<file path="config.mk">
export PLATFORM = sky130hd
export DESIGN_NAME = alarm_ind
export DESIGN_NICKNAME = d
export VERILOG_FILES = /design/src/rtl/ind_pkg.sv /design/src/rtl/tone_gen.sv /design/src/rtl/phase_ctr.sv /design/src/rtl/ind_fsm.sv /design/src/rtl/alarm_ind.sv
export SDC_FILE = /design/constraint.sdc
export NUM_CORES = 1
export LEC_CHECK = 0
export BUFFER_PORTS_ARGS = -buffer_cell sky130_fd_sc_hd__buf_4
export CAP_MARGIN = 10
export CELL_PAD_IN_SITES_DETAIL_PLACEMENT = 0
export CELL_PAD_IN_SITES_GLOBAL_PLACEMENT = 1
export CORE_AREA = 2 2 54 56
export CTS_CLUSTER_DIAMETER = 30
export DETAILED_ROUTE_END_ITERATION = 6
export DIE_AREA = 0 0 56 58
export PLACE_DENSITY_LB_ADDON = 0.2
export SYNTH_ARGS = -nofsm -noshare
export SYNTH_HDL_FRONTEND = slang
export SYNTH_SLANG_ARGS = --single-unit
export TNS_END_PERCENT = 10
</file>
<file path="constraint.sdc">
create_clock -name clk -period 2.28 [get_ports clk]
set_input_delay 0.342 -clock clk [delete_from_list [all_inputs] [get_ports clk]]
set_output_delay 0.342 -clock clk [all_outputs]
set_load 0.01 [all_outputs]
</file>
<file path="src/rtl/ind_pkg.sv">
package ind_pkg;

    typedef enum logic [2:0] {
        ST_DARK     = 3'd0,
        ST_STEADY   = 3'd1,
        ST_SGL_WAIT = 3'd2,
        ST_SGL_ON   = 3'd3,
        ST_BLK_WAIT = 3'd4,
        ST_BLK_ON   = 3'd5,
        ST_BLK_OFF  = 3'd6
    } ind_state_t;

    function automatic logic state_lit(input ind_state_t s);
        return (s == ST_STEADY) || (s == ST_SGL_ON) || (s == ST_BLK_ON);
    endfunction

    function automatic logic state_blinking(input ind_state_t s);
        return (s == ST_BLK_WAIT) || (s == ST_BLK_ON) || (s == ST_BLK_OFF);
    endfunction

endpackage

</file>
<file path="src/rtl/tone_gen.sv">
module tone_gen #(
    parameter int CLK_HZ  = 1_200_000,
    parameter int TONE_HZ = 3000
) (
    input  logic clk,
    input  logic rst_n,
    output logic tone
);
    localparam int HALF = (CLK_HZ / (2 * TONE_HZ) < 1) ? 1 : CLK_HZ / (2 * TONE_HZ);
    localparam int CW   = $clog2(HALF + 1);

    logic [CW-1:0] cnt_q;
    logic          tone_q;
    logic          wrap;

    assign wrap = (cnt_q == CW'(HALF - 1));

    always_ff @(posedge clk or negedge rst_n) begin
        if (!rst_n) begin
            cnt_q  <= '0;
            tone_q <= 1'b0;
        end else if (wrap) begin
            cnt_q  <= '0;
            tone_q <= ~tone_q;
        end else begin
            cnt_q  <= cnt_q + 1'b1;
        end
    end

    assign tone = tone_q;

    p_half_period_r1: assert property (@(posedge clk) disable iff (!rst_n)
        (cnt_q != CW'(HALF - 1)) |=> $stable(tone_q));

    p_cnt_range_r1: assert property (@(posedge clk) disable iff (!rst_n)
        cnt_q < CW'(HALF));

endmodule

</file>
<file path="src/rtl/phase_ctr.sv">
module phase_ctr #(
    parameter int BLINK_CYC = 60
) (
    input  logic clk,
    input  logic rst_n,
    input  logic tick,
    input  logic clr,
    output logic done
);
    localparam int PW = $clog2(BLINK_CYC + 1);

    logic [PW-1:0] cnt_q;

    assign done = tick && (cnt_q == PW'(BLINK_CYC - 1));

    always_ff @(posedge clk or negedge rst_n) begin
        if (!rst_n)
            cnt_q <= '0;
        else if (clr)
            cnt_q <= '0;
        else if (tick)
            cnt_q <= done ? '0 : cnt_q + 1'b1;
    end

    p_phase_bound_r2: assert property (@(posedge clk) disable iff (!rst_n)
        cnt_q < PW'(BLINK_CYC));

    p_clear_r2: assert property (@(posedge clk) disable iff (!rst_n)
        clr |=> (cnt_q == '0));

endmodule

</file>
<file path="src/rtl/ind_fsm.sv">
module ind_fsm
    import ind_pkg::*;
(
    input  logic clk,
    input  logic rst_n,
    input  logic line_tick,
    input  logic first_pass,
    input  logic eol_evt,
    input  logic gnd_fault,
    input  logic sw_low,
    input  logic rst_pass,
    input  logic phase_done,
    output logic phase_clr,
    output logic ind_on
);
    ind_state_t state_q, state_d;
    ind_state_t base_st;
    logic       blinking;

    assign blinking = state_blinking(state_q);
    assign base_st  = sw_low ? ST_STEADY : ST_DARK;

    // next state
    always_comb begin
        state_d = state_q;
        if (eol_evt && (!blinking || rst_pass)) begin
            state_d = ST_BLK_WAIT;
        end else if (rst_pass && blinking) begin
            state_d = base_st;
        end else begin
            unique case (state_q)
                ST_DARK: begin
                    if (sw_low)          state_d = ST_STEADY;
                    else if (first_pass) state_d = ST_SGL_WAIT;
                end
                ST_STEADY: begin
                    if (!sw_low)         state_d = ST_DARK;
                end
                ST_SGL_WAIT: begin
                    if (sw_low)          state_d = ST_STEADY;
                    else if (line_tick)  state_d = ST_SGL_ON;
                end
                ST_SGL_ON: begin
                    if (sw_low)          state_d = ST_STEADY;
                    else if (phase_done) state_d = ST_DARK;
                end
                ST_BLK_WAIT: begin
                    if (line_tick)       state_d = ST_BLK_ON;
                end
                ST_BLK_ON: begin
                    if (phase_done)      state_d = ST_BLK_OFF;
                end
                ST_BLK_OFF: begin
                    if (phase_done)      state_d = ST_BLK_ON;
                end
                default:                 state_d = ST_DARK;
            endcase
        end
    end

    // state register
    always_ff @(posedge clk or negedge rst_n) begin
        if (!rst_n) state_q <= ST_DARK;
        else        state_q <= state_d;
    end

    // outputs
    always_comb begin
        ind_on    = state_lit(state_q);
        phase_clr = (state_d != state_q);
    end

    p_wait_holds_r7: assert property (@(posedge clk) disable iff (!rst_n)
        (state_q == ST_BLK_WAIT && !line_tick && !rst_pass)
        |=> (state_q == ST_BLK_WAIT));

    p_eol_wins_r8: assert property (@(posedge clk) disable iff (!rst_n)
        (eol_evt && (rst_pass || !blinking)) |=> (state_q == ST_BLK_WAIT));

    p_reset_base_r6: assert property (@(posedge clk) disable iff (!rst_n)
        (rst_pass && !eol_evt && blinking)
        |=> (state_q == ST_DARK || state_q == ST_STEADY));

    p_first_ignored_r9: assert property (@(posedge clk) disable iff (!rst_n)
        (first_pass && blinking && !rst_pass && !eol_evt)
        |=> state_blinking(state_q));

    p_fault_no_effect_r4: assert property (@(posedge clk) disable iff (!rst_n)
        (gnd_fault && state_q == ST_DARK && !sw_low && !eol_evt && !first_pass)
        |=> (state_q == ST_DARK));

endmodule

</file>
<file path="src/rtl/alarm_ind.sv">
module alarm_ind #(
    parameter int CLK_HZ    = 1_200_000,
    parameter int TONE_HZ   = 3000,
    parameter int BLINK_CYC = 60
) (
    input  logic clk,
    input  logic rst_n,
    input  logic line_tick,
    input  logic first_pass,
    input  logic eol_evt,
    input  logic gnd_fault,
    input  logic sw_low,
    input  logic rst_pass,
    output logic ind_out
);
    logic tone;
    logic ind_on;
    logic phase_done;
    logic phase_clr;

    tone_gen #(.CLK_HZ(CLK_HZ), .TONE_HZ(TONE_HZ)) u_tone (
        .clk   (clk),
        .rst_n (rst_n),
        .tone  (tone)
    );

    phase_ctr #(.BLINK_CYC(BLINK_CYC)) u_phase (
        .clk   (clk),
        .rst_n (rst_n),
        .tick  (line_tick),
        .clr   (phase_clr),
        .done  (phase_done)
    );

    ind_fsm u_fsm (
        .clk        (clk),
        .rst_n      (rst_n),
        .line_tick  (line_tick),
        .first_pass (first_pass),
        .eol_evt    (eol_evt),
        .gnd_fault  (gnd_fault),
        .sw_low     (sw_low),
        .rst_pass   (rst_pass),
        .phase_done (phase_done),
        .phase_clr  (phase_clr),
        .ind_on     (ind_on)
    );

    assign ind_out = ind_on & tone;

    p_dark_in_reset_r10: assert property (@(posedge clk)
        !rst_n |-> !ind_out);

endmodule

</file>
[Yosys cells after proc, flatten, opt, wreduce, memory -nomap -nowiden]
Cells that the tools add are included.
Cells by class
  equality and inequality tests: 9
  add/sub/neg operators: 2
  muxes and demuxes: 18
  bitwise logic cells: 2
  reductions and logical operators: 11
Operators by type and width (number)
  $mux W3: 12
  $pmux W3 S7: 1
  $mux W6: 3
  $eq A3 B3 Y1 const B: 3
  $add A8 B1 Y8 const B: 1
  $eq A8 B8 Y1 const B: 1
  $mux W8: 1
  $add A6 B1 Y6 const B: 1
  $eq A3 B2 Y1 const B: 2
  $eq A6 B6 Y1 const B: 1
  $logic_or A1 B1 Y1: 5
  $eq A3 B1 Y1 const B: 1
  $logic_and A1 B1 Y1: 3
  $logic_not A3 Y1: 1
  $ne A3 B3 Y1: 1
  $reduce_bool A2 Y1: 1
  $and A1 B1 Y1: 1
  $logic_not A1 Y1: 1
  $mux W1: 1
  $not A1 Y1: 1
Word-level totals
  bits of input ports: 8
  register bits: 18
  output and inout port bits: 1
  logic and storage cells: 46

[Depth between registers and ports, before layout]
  word-level depth: 9
  mapped depth: 6
  depth with buffers taken out: 6

[Modules after synthesis]
A second synthesis with hierarchy kept.
Unflattened totals
  cell total of the unflattened synthesis: 108
  area total of the unflattened synthesis: 1096.1 um2
Modules (own cells, without submodules)
  tone_gen: area each 414.1 um2, sequential area each 225.2 um2, instances 1, cells an instance 35
  ind_fsm: area each 339.1 um2, sequential area each 75.1 um2, instances 1, cells an instance 37
  phase_ctr: area each 336.6 um2, sequential area each 150.1 um2, instances 1, cells an instance 35
  alarm_ind: area each 6.3 um2, sequential area each 0.0 um2, instances 1, cells an instance 1

[Worst setup path after synthesis]
No wires, ideal clock.
  path kind: register to register
  start point: reg u_phase.cnt_q[2]
  end point: reg u_phase.cnt_q[0]
  data required time: 2.142 ns
  arrival time: 1.469 ns
  stages on the path, launching flop included: 6
  setup time: 0.138 ns
  slack: 0.673 ns
  period minus slack after synthesis: 1.607 ns
  buffers on the path: 0
  cells stage by stage: dfrtp_1 > and4b_2 > nand3_4 > o221a_4 > o32ai_4 > nor3_1
Between the ends
  cells in the longest elaborated chain, start to end: 9
  elaborated cells between the ends (all ways): 14
  those cells by class: 2 x eq/ne; 10 x mux; 2 x reduce/logical
Ends and longest elaborated chain
  from (decl): line phase_ctr.sv:12  | logic [PW-1:0] cnt_q;
  from (signal assigned): line phase_ctr.sv:22  | cnt_q <= done ? '0 : cnt_q + 1'b1;
  $eq A6 B6 Y1 (*): line phase_ctr.sv:14  | assign done = tick && (cnt_q == PW'(BLINK_CYC - 1));
  $logic_and A1 B1 Y1 (*): line phase_ctr.sv:14
  $mux W3: line ind_fsm.sv:45  | else if (phase_done) state_d = ST_DARK;
  $mux W3: line ind_fsm.sv:44  | if (sw_low) state_d = ST_STEADY;
  $pmux W3 S7: line ind_fsm.sv:31  | unique case (state_q)
  $mux W3: line ind_fsm.sv:28  | end else if (rst_pass && blinking) begin
  $mux W3: line ind_fsm.sv:26  | if (eol_evt && (!blinking || rst_pass)) begin
  $ne A3 B3 Y1: line ind_fsm.sv:70  | phase_clr = (state_d != state_q);
  $mux W6 / $reduce_bool A2 Y1 (equally long branches)
Every way passes the cells marked *; elsewhere a longest branch is shown, timed or not. The select of a mux whose other input is x is not followed.
A chain may end at the register's enable or synchronous reset.

[Worst setup path in the final report]
  start point: reg u_fsm.state_q[2]
  end point: reg u_phase.cnt_q[1]
Between the ends
  cells in the longest elaborated chain, start to end: 9
  elaborated cells between the ends (all ways): 29
  those cells by class: 7 x eq/ne; 14 x mux; 8 x reduce/logical
Ends and longest elaborated chain
  from (decl): line ind_fsm.sv:16  | ind_state_t state_q, state_d;
  from (signal assigned): line ind_fsm.sv:64  | else state_q <= state_d;
  branches (longest 7 deep; another with $pmux W3 S7)
  $ne A3 B3 Y1 (*): line ind_fsm.sv:70
  $mux W6 / $reduce_bool A2 Y1 (equally long branches)
Mark *: on every way between the ends.

==> summary.md <==
| Metric | Value |
|---|---|
| Status | completed |
| Clock-pin transition on the worst setup and hold timing paths | 0.09 ns |
| Fin crit share | 80.9% |
| RSZ-0062 raised after global routing | no |
| Top_reg_cell synth | dfrtp_1 |
| P&R area growth vs syn | 10.4% |
| Final WS setup | 0.435 ns |
| Sequential power share | 54.6% |
| Gr usage total | 15.1% |
| Pwr dens | 512 mW/mm^2 |
| Setup TNS Final | 0 ns |
| Latest clock arrival within the worst-skew pair | 0.29 ns |
| DP Area | 0.00120 mm^2 |
| Worst endpoint required time | 2.49 ns |
| Worst setup path class | reg -> reg |
| EDFF count, synth | 0 |
| Clock Skew | 0.00159 ns |
| IO Count | 9 |
| FP Rows | 19 |
| Ys async rst share | 100% |
| WHS Path Cells | 2 |
| Worst setup EP type | register |
| Worst vdd ir | 0.341 mV |
| Post-layout util | 46.9% |
| Initial Util | 42.5% |
| Cell area after layout | 0.00125 mm^2 |
| Hold Startpoint | eol_evt |
| H-Tree Depth | 1 |
| Cells on worst reg2reg path | 5 |
| Max stage delay on crit path | 0.55 ns |
| Flops & latches, synth | 18 |
| Tmin final | 1.85 ns |
| CTS tree | done |
| Total gr overflow | 0 |
| Iter 0 DRT Violations | 49 |
| Max-cap violations | 0 |
| Relative slew slack | 63.3% |
| Vias post-DR | 915 |
| Die width | 56 um |
| Initial antenna violation count | 0 |
| Worst reg2reg setup slack | 0.43 ns |
| Final Setup Violations | 0 |
| Final Max Tran Viols | 0 |
| Placement Setup Slack | 0.453 ns |
| RD Place Congestion | 0.880 |
| First-pass GRT wire length | 4020 um |
| CP startpoint kind | register |
| Launch point of the worst reg-to-reg path | u_fsm.state_q[2] |
| Clock share of power | 29.7% |
| Wire per inst | 13.6 um |
| CTS Buffer Depth | 2 |
| Worst Tran Pin Value | 0.546 ns |
| Final #Nets | 142 |
| Internal Pwr Total | 0.000470 W |
| Hold Path Class | in -> reg |
| Max Freq | 542 MHz |
| Count of different cell masters after synthesis | 39 |
| Worst EP arrival | 2.05 ns |
| N_diodes | 0 |
| Largest net degree at the start of global routing | 19 |
| Post-DP HPWL | 1670 um |
| WL final | 2200 um |
| CTS buffer count | 3 |
| Antenna Nets Post-Route | 0 |
| Final Hold Viols | 0 |
| Via density | 5.65 |
| Post-CTS setup buffer count | 0 |
| Psw | 0.000170 W |
| Combinational share of power | 15.7% |
| WHS Endpoint | u_fsm.state_q[2] |
| CP Max Fanout | 14 |
| Switching share of power | 26.5% |
| Port Buf Inserts | 7 |
| Share of layout cells above drive strength 1 | 13.7% |
| DRC errors left | 0 |
| Yosys warnings | 0 |
| Syn nets | 133 |
| Cell leakage power | 0.517 nW |
| Critical Path, Cell by Cell | and2b_1 -> o21ai_0 -> nor2b_1 -> o32ai_4 -> nor3_1 |
| Mean Syn Cell Area | 9.21 um^2 |
| Hold buffers post-CTS | 1 |
| Die Height | 58 um |
| Resize count post-CTS | 0 |
| Vias in the first global route | 944 |
| DR pass1 iterations | 4 |
| Mapped Area | 0.00113 mm^2 |
| Die area | 0.00325 mm^2 |
| Seq/Total Area, Yosys | 39.8% |
| Reg2reg end | u_phase.cnt_q[1] |
| # clock sinks | 18 |
| Slowest cell on crit path | dfrtp_1 |
| CTS root buf | clkbuf_4 |
| Post-Syn Instances | 123 |
| Core area | 0.00266 mm^2 |
flip-flops by register name (all words and copies together), names as in the netlist:
register       cells
u_fsm.state_q      3
u_tone.cnt_q       8
u_phase.cnt_q      6
u_tone.tone        1
worst max-delay path, delay by kind of cell, from the launching register on:
kind,cells,cell delay (ns)
AOI/OAI and AO/OA,2,0.40
and+or+nand+nor,3,0.81
DFF,1,0.55
kinds of logic after synthesis:
| group | after synthesis | synth area share (%) |
|---|---|---|
| compound gates | 37 | 22.9 |
| xor+xnor | 6 | 4.64 |
| fa+ha+maj | 2 | 2.21 |
| buf+inv | 10 | 3.76 |
| flops | 18 | 39.8 |
| mux | 1 | 0.884 |
| simple gates | 49 | 25.9 |
metrics by stage:
stage | hold WS [ns] | std cells | power (W)
final | 0.275 | 162 | 0.000640
after global routing | 0.276 | 162 | 0.000682
after CTS | 0.273 | 162 | 0.000649
after detailed placement | 0.220 | 157 | 0.000457
after global placement | 0.219 | 157 | 0.000454
after floorplan | 0.0464 | 123 | 0.000424
area by class of cell:
class                           instances  area, um^2
Clock buffer                            4        36.3
Fill cell                             271        1410
Inverter                                6        22.5
Multi-Input combinational cell         95         639
Sequential cell                        18         450
Tap cell                               31        38.8
Timing Repair Buffer                    8        62.6
metal layers:
| metal | wire length, um | vias to the layer above | GRT usage, % |
|---|---|---|---|
| met5 | 0 | - | 0 |
| met4 | 10 | 0 | 2.04 |
| met3 | 43 | 2 | 2.23 |
| met2 | 1080 | 8 | 27.7 |
| met1 | 1060 | 429 | 19.4 |
| li1 | - | 476 | - |
Yosys cell counts, types with 2 or more instances:
| cell | n | area [um^2] |
|---|---|---|
| a21oi_1 | 13 | 65.1 |
| nand3_1 | 3 | 15.0 |
| nor2_1 | 6 | 22.5 |
| a31oi_1 | 2 | 12.5 |
| o21ai_0 | 6 | 30.0 |
| nand2_1 | 6 | 22.5 |
| nor3_1 | 10 | 50.1 |
| a21o_1 | 2 | 15.0 |
| xor2_1 | 4 | 35.0 |
| xnor2_1 | 2 | 17.5 |
| nor4_1 | 2 | 12.5 |
| nand4b_1 | 3 | 26.3 |
| ha_1 | 2 | 25.0 |
| dfrtp_1 | 18 | 450 |
| buf_2 | 4 | 20.0 |
| o21ai_1 | 3 | 15.0 |
| inv_1 | 6 | 22.5 |
| and3_1 | 4 | 25.0 |
| nand2b_1 | 2 | 12.5 |
| nor2b_1 | 6 | 37.5 |
cells in the final DEF, fill, tap and decap left out, types with 2 or more instances in the layout:
master / instances
o21ai_0: 6
nor3_1: 10
nand2b_1: 2
xnor2_1: 2
inv_1: 6
nor2b_1: 6
nand4b_1: 3
dfrtp_1: 18
a21oi_1: 13
ha_1: 2
nand2_1: 6
o21ai_1: 3
xor2_1: 4
and3_1: 4
nand3_1: 3
a21o_1: 2
nor4_1: 2
a31oi_1: 2
nor2_1: 6
buf_4: 7
clkbuf_4: 3
power by group through the flow:
stage,clock (W),sequential (W),combinational (W)
2_1_floorplan,0,0.000340,0.0000844
3_3_place_gp,0,0.000355,0.0000989
3_5_place_dp,0,0.000355,0.000101
4_1_cts,0.000197,0.000349,0.000103
5_1_grt,0.000213,0.000352,0.000117
6_report,0.000190,0.000349,0.000101
worst max-delay path by stage:
stage                           startpoint               end  slack [ns]
after floorplan           u_phase.cnt_q[2]  u_phase.cnt_q[0]        0.67
after global placement    u_phase.cnt_q[0]  u_phase.cnt_q[1]        0.48
after detailed placement  u_phase.cnt_q[0]  u_phase.cnt_q[4]        0.45
after CTS                 u_phase.cnt_q[0]  u_phase.cnt_q[1]        0.45
after global routing      u_phase.cnt_q[0]  u_phase.cnt_q[1]        0.17
final                     u_fsm.state_q[2]  u_phase.cnt_q[1]        0.43
(Power assumes the default switching activity.)
